### src/rtl/hdlc_rx_pkg.sv
package hdlc_rx_pkg;

  typedef enum logic [1:0] {
    TAG_DATA  = 2'd0,
    TAG_GOOD  = 2'd1,
    TAG_BAD   = 2'd2,
    TAG_ABORT = 2'd3
  } rx_tag_e;

  typedef struct packed {
    rx_tag_e    tag;
    logic [7:0] data;
  } rx_entry_t;

  localparam logic [15:0] CRC_SEED         = 16'hFFFF;
  localparam logic [15:0] CRC_POLY_REFL    = 16'h8408;
  localparam logic [15:0] CRC_GOOD_RESIDUE = 16'hF0B8;

  // Advance a reflected CRC-16 by one octet, least significant bit first.
  function automatic logic [15:0] crc16_octet(input logic [15:0] crc_in,
                                              input logic [7:0]  octet);
    logic [15:0] c;
    c = crc_in;
    for (int i = 0; i < 8; i++) begin
      if (c[0] ^ octet[i]) c = (c >> 1) ^ CRC_POLY_REFL;
      else                 c = c >> 1;
    end
    return c;
  endfunction

endpackage

### src/rtl/hdlc_rx_map.sv
module hdlc_rx_map #(
  parameter int  SLOTS = 32,
  parameter int  LANES = 8,
  localparam int SW    = $clog2(SLOTS),
  localparam int BW    = $clog2(LANES)
) (
  input  logic             bit_valid,
  input  logic [SW-1:0]    slot_idx,
  input  logic [BW-1:0]    bit_idx,
  input  logic [SLOTS-1:0] slot_mask,
  input  logic [LANES-1:0] bit_mask,
  output logic             bit_en
);

  logic [SLOTS-1:0] slot_hit;
  logic [LANES-1:0] lane_hit;

  generate
    for (genvar s = 0; s < SLOTS; s++) begin : g_slot
      assign slot_hit[s] = slot_mask[s] && (slot_idx == SW'(s));
    end
    for (genvar l = 0; l < LANES; l++) begin : g_lane
      assign lane_hit[l] = bit_mask[l] && (bit_idx == BW'(l));
    end
  endgenerate

  assign bit_en = bit_valid && (|slot_hit) && (|lane_hit);

endmodule

### src/rtl/hdlc_rx_deframe.sv
module hdlc_rx_deframe
  import hdlc_rx_pkg::*;
(
  input  logic      clk,
  input  logic      rst_n,
  input  logic      bit_en,
  input  logic      rx_bit,
  output logic      push,
  output rx_entry_t push_entry,
  output logic      frame_open
);

  localparam logic [2:0] RUN_STUFF = 3'd5;
  localparam logic [2:0] RUN_FLAG  = 3'd6;
  localparam logic [2:0] RUN_SAT   = 3'd7;
  localparam logic [2:0] HELD_MAX  = 3'd3;
  localparam logic [2:0] LEN_MIN   = 3'd4;

  logic [2:0]  ones_q;
  logic        in_frame_q;
  logic [7:0]  acc_q;
  logic [2:0]  bcnt_q;
  logic [2:0]  nbytes_q;
  logic [15:0] crc_q;
  logic [7:0]  h0_q, h1_q, h2_q;

  // Named events for the checks below.
  logic       flag_evt, abort_evt, stuff_evt, data_evt, byte_done, close_ok;
  logic [7:0] new_byte, oldest_byte;

  assign flag_evt  = bit_en && !rx_bit && (ones_q == RUN_FLAG);
  assign abort_evt = bit_en &&  rx_bit && (ones_q == RUN_FLAG);
  assign stuff_evt = bit_en && !rx_bit && (ones_q == RUN_STUFF);
  assign data_evt  = bit_en && in_frame_q && !flag_evt && !abort_evt && !stuff_evt;
  assign new_byte  = {rx_bit, acc_q[7:1]};
  assign byte_done = data_evt && (bcnt_q == 3'd7);
  assign close_ok  = (bcnt_q == 3'd7) && (crc_q == CRC_GOOD_RESIDUE);
  assign oldest_byte = (nbytes_q >= HELD_MAX) ? h2_q :
                       (nbytes_q == 3'd2)     ? h1_q : h0_q;
  assign frame_open = flag_evt;

  always_comb begin
    push            = 1'b0;
    push_entry.tag  = TAG_DATA;
    push_entry.data = h2_q;
    if (byte_done && (nbytes_q >= HELD_MAX)) begin
      push = 1'b1;
    end else if (flag_evt && in_frame_q && (nbytes_q == LEN_MIN)) begin
      push           = 1'b1;
      push_entry.tag = close_ok ? TAG_GOOD : TAG_BAD;
    end else if (abort_evt && in_frame_q && (nbytes_q != 3'd0)) begin
      push            = 1'b1;
      push_entry.tag  = TAG_ABORT;
      push_entry.data = oldest_byte;
    end
  end

  always_ff @(posedge clk) begin
    if (!rst_n) begin
      ones_q     <= '0;
      in_frame_q <= 1'b0;
      acc_q      <= '0;
      bcnt_q     <= '0;
      nbytes_q   <= '0;
      crc_q      <= CRC_SEED;
      h0_q       <= '0;
      h1_q       <= '0;
      h2_q       <= '0;
    end else begin
      if (bit_en) begin
        if (!rx_bit)               ones_q <= '0;
        else if (ones_q != RUN_SAT) ones_q <= ones_q + 3'd1;
      end
      if (flag_evt) begin
        in_frame_q <= 1'b1;
        acc_q      <= '0;
        bcnt_q     <= '0;
        nbytes_q   <= '0;
        crc_q      <= CRC_SEED;
      end else if (abort_evt) begin
        in_frame_q <= 1'b0;
      end else if (data_evt) begin
        acc_q  <= new_byte;
        bcnt_q <= bcnt_q + 3'd1;
        if (byte_done) begin
          crc_q <= crc16_octet(crc_q, new_byte);
          h0_q  <= new_byte;
          h1_q  <= h0_q;
          h2_q  <= h1_q;
          if (nbytes_q != LEN_MIN) nbytes_q <= nbytes_q + 3'd1;
        end
      end
    end
  end

  AST_PUSH_NEEDS_BIT: assert property (@(posedge clk) disable iff (!rst_n)
    push |-> bit_en);
  AST_STUFF_DROPPED: assert property (@(posedge clk) disable iff (!rst_n)
    (stuff_evt && in_frame_q) |=> $stable(bcnt_q));
  AST_GOOD_RESTARTS: assert property (@(posedge clk) disable iff (!rst_n)
    (push && push_entry.tag == TAG_GOOD) |=> (in_frame_q && nbytes_q == 3'd0));
  AST_ABORT_HUNTS: assert property (@(posedge clk) disable iff (!rst_n)
    (push && push_entry.tag == TAG_ABORT) |=> !in_frame_q);

endmodule

### src/rtl/hdlc_rx_fifo.sv
module hdlc_rx_fifo
  import hdlc_rx_pkg::*;
#(
  parameter int  DEPTH = 128,
  localparam int AW    = $clog2(DEPTH),
  localparam int CW    = AW + 1
) (
  input  logic      clk,
  input  logic      rst_n,
  input  logic      wr,
  input  rx_entry_t wdata,
  input  logic      rd,
  output rx_entry_t rdata,
  output logic      empty,
  output logic      full
);

  rx_entry_t      mem [DEPTH];
  logic [AW-1:0]  wp_q, rp_q;
  logic [CW-1:0]  cnt_q;
  logic           wr_fire, rd_fire;

  assign empty   = (cnt_q == '0);
  assign full    = (cnt_q == CW'(DEPTH));
  assign wr_fire = wr && !full;
  assign rd_fire = rd && !empty;
  assign rdata   = mem[rp_q];

  function automatic logic [AW-1:0] ptr_next(input logic [AW-1:0] p);
    return (p == AW'(DEPTH - 1)) ? '0 : p + AW'(1);
  endfunction

  always_ff @(posedge clk) begin
    if (wr_fire) mem[wp_q] <= wdata;
  end

  always_ff @(posedge clk) begin
    if (!rst_n) begin
      wp_q  <= '0;
      rp_q  <= '0;
      cnt_q <= '0;
    end else begin
      if (wr_fire) wp_q <= ptr_next(wp_q);
      if (rd_fire) rp_q <= ptr_next(rp_q);
      case ({wr_fire, rd_fire})
        2'b10:   cnt_q <= cnt_q + CW'(1);
        2'b01:   cnt_q <= cnt_q - CW'(1);
        default: cnt_q <= cnt_q;
      endcase
    end
  end

  AST_NO_OVERFLOW: assert property (@(posedge clk) disable iff (!rst_n)
    cnt_q <= CW'(DEPTH));
  AST_FILL_STEP: assert property (@(posedge clk) disable iff (!rst_n)
    (wr && !full && !(rd && !empty)) |=> (cnt_q == $past(cnt_q) + CW'(1)));
  AST_DRAIN_STEP: assert property (@(posedge clk) disable iff (!rst_n)
    (rd && !empty && !(wr && !full)) |=> (cnt_q == $past(cnt_q) - CW'(1)));

endmodule

### src/rtl/hdlc_frame_rx.sv
module hdlc_frame_rx
  import hdlc_rx_pkg::*;
#(
  parameter int  SLOTS      = 32,
  parameter int  LANES      = 8,
  parameter int  FIFO_DEPTH = 128,
  localparam int SW         = $clog2(SLOTS),
  localparam int BW         = $clog2(LANES)
) (
  input  logic             clk,
  input  logic             rst_n,
  input  logic             bit_valid,
  input  logic [SW-1:0]    slot_idx,
  input  logic [BW-1:0]    bit_idx,
  input  logic             rx_bit,
  input  logic [SLOTS-1:0] slot_mask,
  input  logic [LANES-1:0] bit_mask,
  input  logic             rd_en,
  output logic [7:0]       rd_data,
  output logic [1:0]       rd_tag,
  output logic             rx_empty,
  output logic             rx_overrun
);

  logic      bit_en;
  logic      df_push, frame_open;
  rx_entry_t df_entry, fifo_rdata;
  logic      fifo_full, fifo_wr, overflow_evt;
  logic      drop_q, overrun_q;

  hdlc_rx_map #(.SLOTS(SLOTS), .LANES(LANES)) map_i (
    .bit_valid (bit_valid),
    .slot_idx  (slot_idx),
    .bit_idx   (bit_idx),
    .slot_mask (slot_mask),
    .bit_mask  (bit_mask),
    .bit_en    (bit_en)
  );

  hdlc_rx_deframe deframe_i (
    .clk        (clk),
    .rst_n      (rst_n),
    .bit_en     (bit_en),
    .rx_bit     (rx_bit),
    .push       (df_push),
    .push_entry (df_entry),
    .frame_open (frame_open)
  );

  assign overflow_evt = df_push && !drop_q && fifo_full;
  assign fifo_wr      = df_push && !drop_q && !fifo_full;

  always_ff @(posedge clk) begin
    if (!rst_n) begin
      drop_q    <= 1'b0;
      overrun_q <= 1'b0;
    end else begin
      if (frame_open)        drop_q <= 1'b0;
      else if (overflow_evt) drop_q <= 1'b1;
      if (overflow_evt) overrun_q <= 1'b1;
    end
  end

  hdlc_rx_fifo #(.DEPTH(FIFO_DEPTH)) fifo_i (
    .clk   (clk),
    .rst_n (rst_n),
    .wr    (fifo_wr),
    .wdata (df_entry),
    .rd    (rd_en),
    .rdata (fifo_rdata),
    .empty (rx_empty),
    .full  (fifo_full)
  );

  assign rd_data    = fifo_rdata.data;
  assign rd_tag     = fifo_rdata.tag;
  assign rx_overrun = overrun_q;

  AST_OVR_STICKY: assert property (@(posedge clk) disable iff (!rst_n)
    rx_overrun |=> rx_overrun);
  AST_OVR_ON_FULL: assert property (@(posedge clk) disable iff (!rst_n)
    (df_push && fifo_full) |=> rx_overrun);
  AST_DROP_BLOCKS_WRITE: assert property (@(posedge clk) disable iff (!rst_n)
    (drop_q && df_push && !rd_en) |=> $stable(rx_empty));

endmodule

### config.mk
export PLATFORM = sky130hd
export DESIGN_NAME = hdlc_frame_rx
export DESIGN_NICKNAME = d
export VERILOG_FILES = /design/src/rtl/hdlc_rx_pkg.sv /design/src/rtl/hdlc_rx_map.sv /design/src/rtl/hdlc_rx_deframe.sv /design/src/rtl/hdlc_rx_fifo.sv /design/src/rtl/hdlc_frame_rx.sv
export SDC_FILE = /design/constraint.sdc
export NUM_CORES = 1
export LEC_CHECK = 0
export ABC_AREA = 0
export BUFFER_PORTS_ARGS = -buffer_cell sky130_fd_sc_hd__buf_2
export CAP_MARGIN = 20
export CORE_MARGIN = 3
export CORE_UTILIZATION = 65
export DETAILED_ROUTE_END_ITERATION = 12
export PLACE_DENSITY_LB_ADDON = 0.15
export SLEW_MARGIN = 40
export SYNTH_ARGS = -nofsm -noshare
export SYNTH_HDL_FRONTEND = slang
export SYNTH_SLANG_ARGS = --single-unit
### constraint.sdc
create_clock -name clk -period 20.8 [get_ports clk]
set_clock_uncertainty 0.15 [all_clocks]
set_input_delay 4.16 -clock clk [delete_from_list [all_inputs] [get_ports clk]]
set_output_delay 4.16 -clock clk [all_outputs]
set_load 0.02 [all_outputs]
After elaboration in Yosys (flattened, before gate mapping):

Memory sizes are Yosys's and may differ from the RTL's. A register that Yosys moved wholly into a read port is not among the register bits.
Index checks and enable logic that the tools add are counted.

* register bits after elaboration: 82
* RAM bits: 1280
* bits of input ports: 53
* output and inout port bits: 12
* logic and storage cells: 242
* memories: 1

* $add $sub $neg: 7
* magnitude comparators: 1
* eq/ne operators: 52
* multiplexer cells: 64
* bitwise operators: 19
* reductions and logical operators: 84

Memories
* fifo_i.mem: depth 128, width 10, rd ports 1, clocked after Yosys merged registers in 1, wr ports 1, RTL line hdlc_rx_fifo.sv:18 `rx_entry_t mem [DEPTH];`

Operators by type and width (count)
* $mux 16: 43
* $eq 5x5->1 const B: 16
* $logic_and 1x1->1: 63
* $eq 5x4->1 const B: 8
* $reduce_or 32->1: 1
* $mux 7: 4
* $eq 3x3->1 const B: 8
* $mux 8: 3
* $not 2->3: 8
* $eq 5x3->1 const B: 4
* $mux 10: 2
* $eq 16x16->1 const B: 1
* $pmux 8 s2: 1
* $add 7x1->7 const B: 2
* $eq 7x7->1 const B: 2
* $eq 5x2->1 const B: 2
* $add 3x1->3 const B: 3
* $eq 3x2->1 const B: 3
* $add 8x1->8 const B: 1
* $eq 8x8->1 const B: 1
* $logic_not 8->1: 1
* $reduce_and 4->1: 2
* $reduce_or 8->1: 1
* $sub 8x1->8 const B: 1
* 20 further kinds: 46

Depth between registers and ports, before layout:

* depth in word-level cells: 61
* depth in mapped cells: 20
* gate-level depth less buffers: 17

Hierarchy:

From an unflattened synthesis, not the netlist that was laid out.

* cells, all modules: 2953
* area total of the unflattened synthesis: 53981.8 um^2

Modules (own cells, without submodules)
* hdlc_rx_fifo: times used 1, cells each 2533, area an instance 50470.9 um^2, seq. area each 39017.4 um^2
* hdlc_rx_deframe: times used 1, cells each 349, area an instance 2931.6 um^2, seq. area each 1141.1 um^2
* hdlc_rx_map: times used 1, cells each 62, area an instance 499.2 um^2, seq. area each 0.0 um^2
* hdlc_frame_rx: times used 1, cells each 9, area an instance 80.1 um^2, seq. area each 40.0 um^2

Worst setup path after synthesis:

No wires, ideal clock.

* kind: input to register
* start: input port slot_idx[2]
* end: memory fifo_i.mem[0][8] (netlist bit) (data pin)
* setup time: 1.229 ns
* data arrival time: 10.760 ns
* data required time: 19.421 ns
* slack: 8.661 ns
* stages: 8
* path buffers: 2
* cells stage by stage: buf_2 > or3b_1 > a21oi_1 > o22ai_1 > a41oi_4 > nand2_2 > buf_2 > a211oi_1

RTL lines
* from (decl): RTL line hdlc_frame_rx.sv:13 `input logic [SW-1:0] slot_idx,`
* to (decl): RTL line hdlc_rx_fifo.sv:18

==> impl_metrics.yaml <==
sta:
  slew_headroom_pct: 42.55
  hold_slack_ps: 316.4
  max_freq_mhz: 103.8
  fin_crit_sh_pct: 46.33
  setup_violations: 0
  fin_crit_ps: 9636
  fin_tns_setup_ps: 0
  tightest_slew_ps: 856.5
  final_hold_viol_count: 0
  slew_viol_final: 0
  rsz0062_at_grt: "no"
logic_synthesis:
  synth_commonest_cells: "edfxtp_1, mux4_2, nor2_1, dfxtp_1, clkbuf_1"
  synth_edf_count: 1280
  ys_seq_area_share_pct: 74.69
  syn-instance-count: 2554
  synth.distinct_cells: 65
  synthesis.area_um2: 53820
  synth.most_common_cell: "edfxtp_1"
  synth_fp_nets: 2622
  yosysTopAreaCell: "edfxtp_1"
  netlist.area_leader.share_pct: 71.42
  synth_area_leaders: "edfxtp_1, mux4_2, dfxtp_1"
  synth_flop_cell: "edfxtp_1"
  synth_area_per_cell_um2: 21.07
  yosysWarnings: 0
  ys_ff_latch: 1368
  async_reset_ff_share_pct: 0
clock_network:
  cts_tree: "built"
  clkSinkCount: 1368
  holdBufCountCts: 0
  post_cts_resized: 0
  cts.path.max_buffers: 3
  cts_setup_buffers: 0
  cts.reportedPaths.clkPinSlew_ps: 60
  numCtsBuffers: 134
  cts-root-buf: "clkbuf_16"
  h-tree-depth: 4
  worstSkewPairLatency_ps: 740
cells_and_area:
  diodes: 0
  drive_gt1_share_pct: 30.77
  syn2layout_area_growth_pct: 11.57
  fillers: 4383
  finalNetCount: 2736
die:
  io_pins: 65
  rows: 104
  core_um2: 81330
  die_x_um: 293.7
  die_y_um: 293.7
  die_area_um2: 86290
  start_util_pct: 66.17
global_routing:
  grt_start_max_net_pins: 101
  grt_pass1_wl_um: 189000
  overflow: 0
  grt_pass1_vias: 27330
  antenna_found_initial: 3
  grt_use_total_pct: 30.67
routing:
  dr.pass1.iters: 11
  ant_nets: 0
  routed_wl_um: 127100
  drt_iter0_markers: 3593
  vias: 26700
  vias_per_cell: 6.968
  drcViolationCount: 0
  avgRoutedWirePerCell_um: 33.16
critical_path:
  crit_fanout: 32
  r2r_slack_ps: 15910
  worstReg2RegEnd: "fifo_i.cnt_q[6]$_SDFFE_PN0P_"
  cp.arrival_ps: 5330
  startpoint_type: "flip-flop"
  reg2reg_from: "deframe_i.ones_q[1]$_SDFFE_PN0P_"
  reg2reg_depth: 17
  critical_path_class: "flip-flop to primary output"
  crit_path_end_kind: "primary output"
  required_ps: 16490
hold_path:
  min_path_cells: 1
  worstHoldStart: "rx_overrun$_SDFFE_PN0P_"
  hold_end: "rx_overrun$_SDFFE_PN0P_"
  hold_class: "flip-flop to flip-flop"
status:
  status: "finished, final reports clean"
placed_design:
  portBuffers: 64
  post-dp-hpwl_um: 71780
  gp_congestion: 0.8548
flow_run:
  cap_violations: 0
pwr:
  power_density_nw_per_um2: 88.93
  power.leakage_nw: 19.91
  peakVddDrop_mv: 0.07795
stage by stage:
stage	instances	cell area [µm²]	total power, mW	worst slack, ps	utilization (%)
after global routing	3832	60040	5.471	10870	73.83
final	3832	60040	5.340	11160	73.83
after CTS	3832	60020	5.363	11110	73.80
after global placement	3582	55230	3.039	11610	67.91
after detailed placement	3592	55740	3.039	11920	68.54
after floorplan	2554	53820	3.033	8661	-
flip-flops by register name (all words and copies together), names as in the netlist, 7 cells and up, named ones only:
register	cells
deframe_i.h1_q	8
fifo_i.rp_q	7
fifo_i.cnt_q	8
fifo_i.mem	1280
fifo_i.wp_q	7
deframe_i.crc_q	16
deframe_i.acc_q	7
deframe_i.h2_q	8
deframe_i.h0_q	8
cell families after synthesis:
logic type	after synthesis	synth area share, %
mux	477	18.09
simple gates	348	2.964
flops	1368	74.69
compound gates	140	1.827
xor+xnor	43	0.6998
fa+ha+maj	15	0.3487
buf+inv	163	1.379
placed cells by master (no fill, tap or decap), types with 40 or more instances in the layout:
cell type and instances:
edfxtp_1 1280, clkbuf_16 136, dfxtp_1 84, buf_2 64, mux2i_1 65, buf_4 40
nor2_1 91, mux4_2 392, nor2_2 103, nand2_1 49
per-layer routing:
| layer | vias to the layer above | part of all wire [%] | GRT usage, % |
|---|---|---|---|
| li1 | 10840 | - | - |
| met1 | 13980 | 36 | 42.87 |
| met2 | 1571 | 50 | 49.20 |
| met3 | 311 | 9.4 | 6.151 |
| met4 | 2 | 4.1 | 11.61 |
| met5 | - | 0.0063 | 0 |
area by class of cell:
class / instances / area [µm²] / area share (%)
clock buffers: 166 / 3536 / 5.889
multi-input cells: 1023 / 13200 / 21.98
inverters: 16 / 60.06 / 0.1000
well taps: 1060 / 1326 / 2.209
repair buffers: 125 / 967.2 / 1.611
flip-flops and latches: 1368 / 40210 / 66.98
clock inverters: 74 / 739.5 / 1.232
critical path: stages, from the launching register on:
cell and delay [ps]:
dfxtp_4 780, buf_4 660, buf_4 510, buf_12 290, mux4_2 550, mux4_2 520, a211oi_1 610, a211oi_1 330
buf_2 240
how the worst max path moves through the flow:
stage                      from                         end  slack (ps)  cells past startpoint
finish                flip-flop                  rd_data[4]       11160                      8
global route          flip-flop                  rd_data[4]       10870                      8
CTS                   flip-flop                  rd_data[2]       11110                      8
detailed placement    flip-flop                  rd_data[4]       11920                      8
global placement      flip-flop                  rd_data[1]       11610                      7
floorplan           slot_idx[2]  fifo_i.mem[0][8]$_DFFE_PP_        8660                      8
power by group:
| group | leakage, nW | switching, mW | total, mW | internal (mW) |
|---|---|---|---|---|
| registers | 13.7 | 0.000198 | 2.96 | 2.96 |
| clock network | 2.07 | 1.03 | 2.36 | 1.33 |
| logic | 4.11 | 0.0114 | 0.0198 | 0.00838 |
Power figures use the tool's default switching activity.
